**src/rtl/pix_tot_pkg.sv**
```systemverilog
package pix_tot_pkg;

   typedef enum logic [1:0] {
      SEL_IDLE = 2'd0,
      SEL_LEAD = 2'd1,
      SEL_TRAIL = 2'd2
   } bus_sel_e;

   function automatic bus_sel_e pick_sel(input logic want_le, input logic want_te);
      if (want_le)      return SEL_LEAD;
      else if (want_te) return SEL_TRAIL;
      else              return SEL_IDLE;
   endfunction

endpackage

```
**src/rtl/pix_sync.sv**
```systemverilog
module pix_sync #(
   parameter int STAGES = 2
) (
   input  logic clk,
   input  logic rst_n,
   input  logic async_in,
   output logic sync_out
);
   initial begin
      if (STAGES < 2) $error("pix_sync: STAGES must be at least 2");
   end

   logic [STAGES-1:0] chain_q;

   generate
      for (genvar g = 0; g < STAGES; g++) begin : g_stage
         if (g == 0) begin : g_first
            always_ff @(posedge clk) begin
               if (!rst_n) chain_q[g] <= 1'b0;
               else        chain_q[g] <= async_in;
            end
         end else begin : g_next
            always_ff @(posedge clk) begin
               if (!rst_n) chain_q[g] <= 1'b0;
               else        chain_q[g] <= chain_q[g-1];
            end
         end
      end
   endgenerate

   assign sync_out = chain_q[STAGES-1];
endmodule

```
**src/rtl/pix_edge_det.sv**
```systemverilog
module pix_edge_det (
   input  logic clk,
   input  logic rst_n,
   input  logic level,
   output logic rise,
   output logic fall
);
   logic prev_q;

   always_ff @(posedge clk) begin
      if (!rst_n) prev_q <= 1'b0;
      else        prev_q <= level;
   end

   assign rise = level & ~prev_q;
   assign fall = ~level & prev_q;
endmodule

```
**src/rtl/pix_hit_ctrl.sv**
```systemverilog
module pix_hit_ctrl #(
   parameter int TS_W = 12
) (
   input  logic            clk,
   input  logic            rst_n,
   input  logic            rise,
   input  logic            fall,
   input  logic [TS_W-1:0] ts_gray,
   input  logic            block_cap,
   input  logic            hit_clr,
   input  logic            ack_te,
   output logic [TS_W-1:0] le_q,
   output logic [TS_W-1:0] te_q,
   output logic            pending_q
);
   logic armed_q;
   logic cap_ok;
   logic take_le;
   logic take_te;

   assign cap_ok  = ~block_cap & ~pending_q & ~hit_clr;
   assign take_le = cap_ok & rise;
   assign take_te = cap_ok & fall & armed_q;

   always_ff @(posedge clk) begin
      if (!rst_n) begin
         le_q <= '0;
         te_q <= '0;
      end else begin
         if (take_le) le_q <= ts_gray;
         if (take_te) te_q <= ts_gray;
      end
   end

   always_ff @(posedge clk) begin
      if (!rst_n) begin
         armed_q   <= 1'b0;
         pending_q <= 1'b0;
      end else if (hit_clr) begin
         armed_q   <= 1'b0;
         pending_q <= 1'b0;
      end else begin
         if (take_le)      armed_q <= 1'b1;
         else if (take_te) armed_q <= 1'b0;
         if (take_te)      pending_q <= 1'b1;
         else if (ack_te)  pending_q <= 1'b0;
      end
   end
endmodule

```
**src/rtl/pix_cfg_sreg.sv**
```systemverilog
module pix_cfg_sreg #(
   parameter int CFG_W = 5
) (
   input  logic             clk,
   input  logic             rst_n,
   input  logic             shift_en,
   input  logic             sdi,
   output logic             sdo,
   output logic [CFG_W-1:0] word
);
   initial begin
      if (CFG_W < 1) $error("pix_cfg_sreg: CFG_W must be positive");
   end

   generate
      if (CFG_W == 1) begin : g_single
         always_ff @(posedge clk) begin
            if (!rst_n)        word <= '0;
            else if (shift_en) word <= sdi;
         end
      end else begin : g_multi
         always_ff @(posedge clk) begin
            if (!rst_n)        word <= '0;
            else if (shift_en) word <= {word[CFG_W-2:0], sdi};
         end
      end
   endgenerate

   assign sdo = word[CFG_W-1];
endmodule

```
**src/rtl/pix_rd_mux.sv**
```systemverilog
module pix_rd_mux
   import pix_tot_pkg::*;
#(
   parameter int TS_W = 12
) (
   input  logic            rd_le,
   input  logic            rd_te,
   input  logic [TS_W-1:0] le_q,
   input  logic [TS_W-1:0] te_q,
   output logic [TS_W-1:0] bus_data,
   output logic            bus_oe
);
   bus_sel_e sel;

   always_comb begin
      sel = pick_sel(rd_le, rd_te);
      unique case (sel)
         SEL_LEAD:  bus_data = le_q;
         SEL_TRAIL: bus_data = te_q;
         default:   bus_data = '0;
      endcase
      bus_oe = (sel != SEL_IDLE);
   end
endmodule

```
**src/rtl/pix_tot_cell.sv**
```systemverilog
module pix_tot_cell #(
   parameter int TS_W        = 12,
   parameter int CFG_W       = 5,
   parameter int MASK_BIT    = 0,
   parameter int SYNC_STAGES = 2
) (
   input  logic             clk,
   input  logic             rst_n,
   input  logic             disc_in,
   input  logic [TS_W-1:0]  ts_gray,
   input  logic             freeze,
   input  logic             hit_clr,
   input  logic             cfg_phase,
   input  logic             cfg_sdi,
   output logic             cfg_sdo,
   output logic [CFG_W-1:0] cfg_word,
   input  logic             rd_le,
   input  logic             rd_te,
   output logic [TS_W-1:0]  col_data,
   output logic             col_oe,
   output logic             hit_pending
);
   initial begin
      if (TS_W < 2)          $error("pix_tot_cell: TS_W too small");
      if (MASK_BIT >= CFG_W) $error("pix_tot_cell: MASK_BIT outside config word");
      if (MASK_BIT < 0)      $error("pix_tot_cell: MASK_BIT negative");
   end

   logic            disc_s;
   logic            rise;
   logic            fall;
   logic            block_cap;
   logic [TS_W-1:0] le_q;
   logic [TS_W-1:0] te_q;

   pix_sync #(.STAGES(SYNC_STAGES)) u_sync (
      .clk(clk), .rst_n(rst_n), .async_in(disc_in), .sync_out(disc_s)
   );

   pix_edge_det u_edge (
      .clk(clk), .rst_n(rst_n), .level(disc_s), .rise(rise), .fall(fall)
   );

   pix_cfg_sreg #(.CFG_W(CFG_W)) u_cfg (
      .clk(clk), .rst_n(rst_n), .shift_en(cfg_phase), .sdi(cfg_sdi),
      .sdo(cfg_sdo), .word(cfg_word)
   );

   assign block_cap = freeze | cfg_phase | cfg_word[MASK_BIT];

   pix_hit_ctrl #(.TS_W(TS_W)) u_hit (
      .clk(clk), .rst_n(rst_n), .rise(rise), .fall(fall), .ts_gray(ts_gray),
      .block_cap(block_cap), .hit_clr(hit_clr), .ack_te(rd_te),
      .le_q(le_q), .te_q(te_q), .pending_q(hit_pending)
   );

   pix_rd_mux #(.TS_W(TS_W)) u_rd (
      .rd_le(rd_le), .rd_te(rd_te), .le_q(le_q), .te_q(te_q),
      .bus_data(col_data), .bus_oe(col_oe)
   );
endmodule

```
**config.mk**
```make
export PLATFORM = sky130hd
export DESIGN_NAME = pix_tot_cell
export DESIGN_NICKNAME = d
export VERILOG_FILES = /design/src/rtl/pix_tot_pkg.sv /design/src/rtl/pix_sync.sv /design/src/rtl/pix_edge_det.sv /design/src/rtl/pix_hit_ctrl.sv /design/src/rtl/pix_cfg_sreg.sv /design/src/rtl/pix_rd_mux.sv /design/src/rtl/pix_tot_cell.sv
export SDC_FILE = /design/constraint.sdc
export NUM_CORES = 1
export LEC_CHECK = 0
export BUFFER_PORTS_ARGS = -buffer_cell sky130_fd_sc_hd__buf_4
export CAP_MARGIN = 20
export CORE_MARGIN = 2
export CORE_UTILIZATION = 50
export DETAILED_ROUTE_END_ITERATION = 6
export PLACE_DENSITY = 0.76
export SLEW_MARGIN = 5
export SYNTH_ARGS = -nofsm -noshare
export SYNTH_HDL_FRONTEND = slang
export SYNTH_SLANG_ARGS = --single-unit
```
**constraint.sdc**
```tcl
create_clock -name clk -period 3.8 [get_ports clk]
set_clock_uncertainty 0.05 [all_clocks]
set_input_delay 0.38 -clock clk [delete_from_list [all_inputs] [get_ports clk]]
set_output_delay 0.38 -clock clk [all_outputs]
set_load 0.1 [all_outputs]
```
==> flow_metrics.env, run 1 <==
export IMPL_status="completed"
export IMPL_synthCells=185
export IMPL_p_seq_share_pct=52.8
export IMPL_fillerInstances=279
export IMPL_avgRoutedWirePerCell_um=13.6
export IMPL_ioPinCount=41
export IMPL_ant_nets=0
export IMPL_dp_hpwl_mm=2.32
export IMPL_grt_pass1_vias=1279
export IMPL_critPathRequiredTime_ps=3990
export IMPL_synth_warnings=0
export IMPL_power_leakage_nw=0.732
export IMPL_cp_start_kind="register"
export IMPL_post_cts_setup_buffers=0
export IMPL_synth_area_um2=1550
export IMPL_syn2layout_area_growth_pct=22.8
export IMPL_start_util_pct=51.7
export IMPL_die_h_um=59.7
export IMPL_setup_violations=0
export IMPL_cp_end_kind="register"
export IMPL_grt_pass1_wl_mm=5.57
export IMPL_postSynthAreaPerCell_um2=8.39
export IMPL_p_sw_share_pct=23.5
export IMPL_die_w_um=59.7
export IMPL_cts_resized=0
export IMPL_io_buffer_count=40
export IMPL_grt_ovfl_total=0
export IMPL_cp_arrival_ps=2240
export IMPL_drt_wl_total_mm=3.42
export IMPL_drive_above_1_share_pct=23.7
export IMPL_crit_family="simple AND/OR/NAND/NOR gates"
export IMPL_power_density_nw_per_um2=361
export IMPL_slew_headroom_pct=30.6
export IMPL_gp_congestion=0.748
export IMPL_use_met2_pct=37.3
export IMPL_drc=0
export IMPL_whs_ps=217
export IMPL_synth_edf_count=0
export IMPL_grt_busiest_layer="met2"
export IMPL_worst_path_largest_cell_delay_ps=790
export IMPL_most_common_layout_cells="nand2_1, buf_4, dfxtp_1"
export IMPL_slew_viol_final=0
export IMPL_internal_power_mw=0.526
export IMPL_finalPower_mw=0.687
export IMPL_p_comb_share_pct=10.6
export IMPL_cts_tree="done"
export IMPL_hold_viol=0
export IMPL_min_path_type="in2reg"
export IMPL_synth_nets=206
export IMPL_path_cells="or4b_4, nor4_4, mux2i_1"
export IMPL_crit_buf_inv=0
export IMPL_drt_iter0_drc=72
export IMPL_cts_sinks=34
export IMPL_cts_htree_levels=2
export IMPL_worst_setup_path_type="reg2reg"
export IMPL_antenna_cells=0
export IMPL_clk_pin_slew_ps=100
export IMPL_p_clk_share_pct=36.6
export IMPL_final_nets=239
export IMPL_p_switching_mw=0.161
export IMPL_std_cell_rows=20
export IMPL_finalCritPeriodShare_pct=54.0
export IMPL_ys_ff_latch=34
export IMPL_fin_tns_setup_ps=0
export IMPL_async_flop_share_pct=0
export IMPL_dr_pass1_iters=4
export IMPL_maxCapViolations=0
export IMPL_fmax_mhz=487
export IMPL_grt_max_degree=46
export IMPL_ys_types=27
export IMPL_synth_flop_cell="dfxtp_1"
export IMPL_vias=1356
export IMPL_period_minus_slack_ps=2050
export IMPL_grt_use_met1_pct=23.5
export IMPL_tightest_slew_ps=1030
export IMPL_rsz0062_at_grt="false"
export IMPL_core_area_um2=3000
export IMPL_ys_seq_area_share_pct=43.9
export IMPL_cts_buffers=5
export IMPL_via_per_inst=5.38
export IMPL_final_common_cell="nand2_1"
export IMPL_antenna_found_initial=0
export IMPL_dieArea_um2=3560
export IMPL_cp_max_fo=13
export IMPL_cts_root_buffer="clkbuf_4"
export IMPL_globalRouteMet3Util_pct=4.33
export IMPL_cp_slowest_cell="nor4_4"
export IMPL_clockBufferDepth=2
export IMPL_clock_latency_ps=310
export IMPL_peakVddDrop_v=0.000302
export IMPL_holdBufCountCts=0
export IMPL_grt_util_all_layers_pct=20.5
[routing by layer]
| layer | part of all wire, % | up-vias |
|---|---|---|
| met4 | 1.1 | 0 |
| met2 | 51 | 44 |
| li1 | - | 685 |
| met3 | 5.5 | 4 |
| met1 | 42 | 623 |
| met5 | 0 | - |
[layout make-up]
cell class	count	area, µm²	area share [%]
Clock buffer	7	45.0	2.36
Clock inverter	1	30.0	1.58
Inverter	1	3.75	0.197
Multi-Input combinational cell	135	797	41.8
Sequential cell	34	681	35.7
Tap cell	33	41.3	2.17
Timing Repair Buffer	41	308	16.2
[registers in the layout (all words and copies together) (netlist names)]
| register | count |
|---|---|
| u_sync.sync_out | 1 |
| u_hit.le_q | 12 |
| u_sync.chain_q | 1 |
| u_hit.pending_q | 1 |
| u_hit.armed_q | 1 |
| u_cfg.word | 5 |
| u_hit.te_q | 12 |
| u_edge.prev_q | 1 |
[cells by family (layout without fill, tap and decap cells)]
family	Yosys count	in the layout	synth area share [%]
AOI/OAI and AO/OA	39	39	14.9
buffers and inverters	16	50	5.16
muxes	17	17	11.0
and+or+nand+nor	79	79	25.1
DFF	34	34	43.9
[through the flow]
stage	area (µm²)	util [%]	setup slack [ps]	std cells
2_1_floorplan	1550	-	561	185
3_3_place_gp	1830	61.0	1590	244
3_5_place_dp	1830	61.0	1500	244
4_1_cts	1910	63.5	1730	252
5_1_grt	1910	63.5	1600	252
6_report	1910	63.5	1750	252
[power by group through the flow]
stage                     logic (mW)  registers [mW]  clock network, mW
final                         0.0729           0.362              0.252
after global routing          0.0777           0.363              0.273
after CTS                     0.0729           0.363              0.258
after detailed placement      0.0727           0.371                  0
after global placement        0.0714           0.371                  0
after floorplan               0.0360           0.379                  0
[synthesized netlist by cell type, types with 2 or more instances]
cell | count | area, µm²
o21ai_0 | 14 | 70.1
a21boi_1 | 10 | 75.1
nand2_1 | 48 | 180
nor2_1 | 2 | 7.51
nor2b_1 | 6 | 37.5
nand3_1 | 12 | 60.1
mux2i_1 | 17 | 170
a21boi_0 | 2 | 15.0
buf_6 | 2 | 22.5
dfxtp_1 | 34 | 681
o21ai_1 | 10 | 50.1
and2_1 | 3 | 18.8
clkbuf_1 | 11 | 41.3
[worst paths after layout]
kind	slack, ps	startpoint	to	depth (start not counted)
hold reg to reg	400	u_sync.chain_q[0]$_SDFF_PN0_	u_sync.sync_out$_SDFF_PN0_	1
setup reg to reg	1750	u_sync.sync_out$_SDFF_PN0_	u_hit.le_q[7]$_SDFFE_PN0P_	3
setup / recovery	1750	u_sync.sync_out$_SDFF_PN0_	u_hit.le_q[7]$_SDFFE_PN0P_	3
hold / removal	220	disc_in	u_sync.chain_q[0]$_SDFF_PN0_	2
Power figures use the tool's default switching activity.
==> inputs of run 2 (changes only) <==
clock period = 2.1 ns   (was 3.8 ns; I/O delays follow)
==> flow_metrics.env, run 2 (same netlist as run 1, synthesis figures left out) <==
export IMPL_status="completed"
export IMPL_r2r_start="u_cfg.word[0]$_SDFFE_PN0P_"
export IMPL_avgRoutedWirePerCell_um=13.3
export IMPL_drt_iter0_drc=45
export IMPL_setup_violations=0
export IMPL_path_cells="or4_1, o21ai_0, a21boi_0"
export IMPL_post_cts_setup_buffers=0
export IMPL_cts_htree_levels=2
export IMPL_core_area_um2=3000
export IMPL_worst_path_largest_cell_delay_ps=800
export IMPL_power_density_nw_per_um2=646
export IMPL_hold_viol=0
export IMPL_rrSetupSlack_ps=400
export IMPL_std_cell_rows=20
export IMPL_holdBufCountCts=0
export IMPL_vias=1374
export IMPL_dpl_instance_area_um2=1870
export IMPL_slew_headroom_pct=68.1
export IMPL_clock_latency_ps=330
export IMPL_timing_rr_end="u_hit.te_q[1]$_SDFFE_PN0P_"
export IMPL_critPathRequiredTime_ps=2270
export IMPL_fmax_mhz=588
export IMPL_cp_start_kind="register"
export IMPL_power_leakage_nw=0.753
export IMPL_start_util_pct=51.7
export IMPL_min_to="u_sync.chain_q[0]$_SDFF_PN0_"
export IMPL_dieArea_um2=3560
export IMPL_most_common_layout_cells="nand2_1, buf_4, dfxtp_1"
export IMPL_clockBufferDepth=2
export IMPL_syn2layout_area_growth_pct=25.2
export IMPL_cp_end_kind="register"
export IMPL_period_minus_slack_ps=1700
export IMPL_min_path_type="in2reg"
export IMPL_grt_ovfl_total=0
export IMPL_drt_wl_total_mm=3.37
export IMPL_ant_nets=0
export IMPL_clk_pin_slew_ps=90
export IMPL_worst_setup_path_type="reg2reg"
export IMPL_antenna_found_initial=0
export IMPL_regArea_um2=681
export IMPL_gp_congestion=0.814
export IMPL_tightest_slew_ps=479
export IMPL_maxCapViolations=0
export IMPL_grt_pass1_wl_mm=5.68
export IMPL_cts_tree="done"
export IMPL_antenna_cells=0
export IMPL_rsz0062_at_grt="false"
export IMPL_dp_hpwl_mm=2.26
export IMPL_fin_tns_setup_ps=0
export IMPL_io_buffer_count=40
export IMPL_dr_pass1_iters=4
export IMPL_via_per_inst=5.43
export IMPL_cts_resized=0
export IMPL_die_w_um=59.7
export IMPL_cp_slowest_cell="or4_1"
export IMPL_multiInputGateArea_um2=827
export IMPL_cts_buffers=5
export IMPL_cts_root_buffer="clkbuf_4"
export IMPL_hp_start="disc_in"
export IMPL_place_ws_ps=401
export IMPL_grt_pass1_vias=1279
export IMPL_fillerInstances=273
export IMPL_cp_arrival_ps=1870
export IMPL_drive_above_1_share_pct=27.7
export IMPL_top_regs="u_hit.le_q: 12 flops, u_hit.te_q: 12 flops, u_cfg.word: 5 flops"
export IMPL_peakVddDrop_v=0.000388
export IMPL_grt_max_degree=46
export IMPL_die_h_um=59.7
export IMPL_final_util_pct=64.7
export IMPL_ioPinCount=41
export IMPL_grt_util_all_layers_pct=21.5
export IMPL_cts_sinks=34
export IMPL_final_nets=240
export IMPL_finalCritPeriodShare_pct=80.9
export IMPL_final_common_cell="nand2_1"
export IMPL_drc=0
export IMPL_slew_viol_final=0
export IMPL_hold_depth=2
export IMPL_setup_ws_ps=400
export IMPL_final_area_um2=1940
export IMPL_cp_max_fo=12
export IMPL_worst_r2r_cell_count=3
==> run 2: worst max path at each step <==
stage	start	end	slack (ps)	cells after the start
5_1_grt	u_cfg.word[0]$_SDFFE_PN0P_	u_hit.te_q[1]$_SDFFE_PN0P_	260	3
3_3_place_gp	cfg_phase	u_hit.le_q[4]$_SDFFE_PN0P_	450	5
4_1_cts	u_cfg.word[0]$_SDFFE_PN0P_	u_hit.te_q[1]$_SDFFE_PN0P_	390	3
2_1_floorplan	rd_te	col_data[0]	-50	3
6_report	u_cfg.word[0]$_SDFFE_PN0P_	u_hit.te_q[1]$_SDFFE_PN0P_	400	3
3_5_place_dp	u_cfg.word[0]$_SDFFE_PN0P_	u_hit.te_q[1]$_SDFFE_PN0P_	400	3
==> run 2: critical path: cells and delay by family (launching register included) <==
family           cells  cell delay [ps]
AND/OR/NAND/NOR      1              800
flip-flops           1              390
AO/OA/AOI/OAI        2              350
==> run 2: power by group <==
group	internal [mW]	switching, mW	total (mW)
combinational	0.0487	0.0860	0.135
sequential	0.651	0.00558	0.656
clock	0.253	0.213	0.465
==> run 2: cell type report <==
class	count	area share, %
Clock buffer	7	2.32
Clock inverter	1	1.55
Inverter	1	0.193
Timing Repair Buffer	42	16.2
Tap cell	33	2.12
Sequential cell	34	35.0
Multi-Input combinational cell	135	42.6
==> run 2: stage by stage <==
stage	hold slack (ps)	std cells	power, mW
floorplan	287	185	0.753
global placement	369	245	0.803
detailed placement	373	245	0.806
CTS	16.9	253	1.27
global route	17.1	253	1.30
finish	28.2	253	1.26
==> run 2: layer usage <==
metal	share of wire, %	vias up	track usage (%)
met1	47	645	26.6
met2	47	33	35.2
met4	0.39	0	6.67
met3	5.0	2	7.14
met5	0	-	0
li1	-	694	-
==> inputs of run 3 (changes only) <==
clock period = 1.58 ns   (was 2.1 ns; I/O delays follow)
==> flow_metrics.env, run 3 (same netlist as run 1, synthesis figures left out) <==
export IMPL_worst_setup_path_type="reg2reg"
export IMPL_setup_violations=0
export IMPL_clk_pin_slew_ps=90
export IMPL_cts_htree_levels=2
export IMPL_period_minus_slack_ps=1580
export IMPL_cts_root_buffer="clkbuf_4"
export IMPL_final_common_cell="nand2_1"
export IMPL_grt_pass1_wl_mm=5.53
export IMPL_power_leakage_nw=0.776
export IMPL_drc=0
export IMPL_ant_nets=0
export IMPL_finalCritPeriodShare_pct=99.9
export IMPL_grt_util_all_layers_pct=20.9
export IMPL_clockBufferDepth=2
export IMPL_cts_buffers=5
export IMPL_fillerInstances=273
export IMPL_io_buffer_count=40
export IMPL_cp_arrival_ps=1750
export IMPL_antenna_cells=0
export IMPL_cp_end_kind="register"
export IMPL_vias=1379
export IMPL_tightest_slew_ps=399
export IMPL_rsz0062_at_grt="true"
export IMPL_via_per_inst=5.37
export IMPL_syn2layout_area_growth_pct=28.1
export IMPL_avgRoutedWirePerCell_um=13.4
export IMPL_final_nets=245
export IMPL_fmax_mhz=634
export IMPL_slew_viol_final=0
export IMPL_slew_headroom_pct=73.4
export IMPL_grt_ovfl_total=0
export IMPL_cp_max_fo=12
export IMPL_die_h_um=59.7
export IMPL_drt_iter0_drc=48
export IMPL_drt_wl_total_mm=3.45
export IMPL_grt_pass1_vias=1291
export IMPL_dp_hpwl_mm=2.51
export IMPL_dr_pass1_iters=4
export IMPL_std_cell_rows=20
export IMPL_regArea_um2=692
export IMPL_dieArea_um2=3560
export IMPL_hold_viol=0
export IMPL_grt_max_degree=46
export IMPL_fin_tns_setup_ps=0
export IMPL_ioPinCount=41
export IMPL_cp_start_kind="register"
export IMPL_clock_latency_ps=330
export IMPL_peakVddDrop_v=0.000660
export IMPL_cts_sinks=34
export IMPL_min_path_type="in2reg"
export IMPL_start_util_pct=51.7
export IMPL_antenna_found_initial=0
export IMPL_dpl_instance_area_um2=1920
export IMPL_top_regs="u_hit.le_q: 12 flops, u_hit.te_q: 12 flops, u_cfg.word: 5 flops"
export IMPL_critPathRequiredTime_ps=1750
export IMPL_power_density_nw_per_um2=747
export IMPL_most_common_layout_cells="nand2_1, buf_4, dfxtp_1"
export IMPL_maxCapViolations=0
export IMPL_core_area_um2=3000
export IMPL_drive_above_1_share_pct=32.6
export IMPL_post_cts_setup_buffers=0
export IMPL_gp_congestion=0.781
export IMPL_die_w_um=59.7
export IMPL_final_area_um2=1990
export IMPL_status="completed"
export IMPL_multiInputGateArea_um2=842
export IMPL_cts_tree="done"
==> run 3: changes by cell type in the layout (fill, tap and decap cells not counted), moves of 2 or more <==
| cell | before | now |
|---|---|---|
| buf_6 | 0 | 2 |
| dfxtp_1 | 34 | 29 |
| buf_4 | 42 | 44 |
| dfxtp_2 | 0 | 3 |
| o21ai_2 | 8 | 12 |
| dfxtp_4 | 0 | 2 |
| o21ai_1 | 14 | 10 |
==> run 3: repair_timing <==
item,CTS,global route
endpoints found under the hold margin,1,0
setup endpoints to repair,10,17
resized for setup,3,1
hold buffers,1,0
==> run 3: worst paths after layout <==
check	cells after the start	endpoint	slack, ps	from
worst min register to register	1	u_sync.sync_out$_SDFF_PN0_	390	u_sync.chain_q[0]$_SDFF_PN0_
worst min-delay path	3	u_hit.le_q[3]$_SDFFE_PN0P_	30	ts_gray[3]
worst max-delay path	3	u_hit.te_q[0]$_SDFFE_PN0P_	2	u_cfg.word[0]$_SDFFE_PN0P_
worst max register to register	3	u_hit.te_q[0]$_SDFFE_PN0P_	2	u_cfg.word[0]$_SDFFE_PN0P_
==> run 3: area by class of cell <==
class	instances	area share, %
Multi-Input combinational cell	135	42.4
Inverter	1	0.189
Sequential cell	34	34.8
Clock buffer	7	2.27
Tap cell	33	2.08
Timing Repair Buffer	47	18.3
==> run 3: power by group <==
group / total, mW / leakage, nW / switching [mW] / internal [mW]
Sequential: 0.867 / 0.277 / 0.00495 / 0.862
Clock: 0.429 / 0.0254 / 0.262 / 0.168
Combinational: 0.189 / 0.473 / 0.117 / 0.0720
==> run 3: critical path, cell delays in order, from the launching register on <==
cell      delay (ps)
dfxtp_4          350
or4_1            730
o21ai_0          230
a21boi_0         100
==> run 3: layer usage <==
metal / routed length, µm / track usage, %
met1: 1510 / 22.7
met2: 1720 / 38.4
met3: 166 / 4.76
met4: 58 / 8.89
met5: 0 / 0
==> run 3: stage by stage <==
stage / utilization [%] / instances / hold WS, ps / setup WS [ps] / power (mW)
after detailed placement: 64.0 / 249 / 325 / -0.529 / 1.07
after floorplan: - / 185 / 235 / 4.17 / 1.00
after CTS: 66.1 / 257 / 29.0 / 1.77 / 1.50
after global routing: 66.2 / 257 / 36.8 / -58.4 / 1.54
after global placement: 64.0 / 249 / 320 / 60.1 / 1.07
final: 66.2 / 257 / 34.3 / 1.65 / 1.49
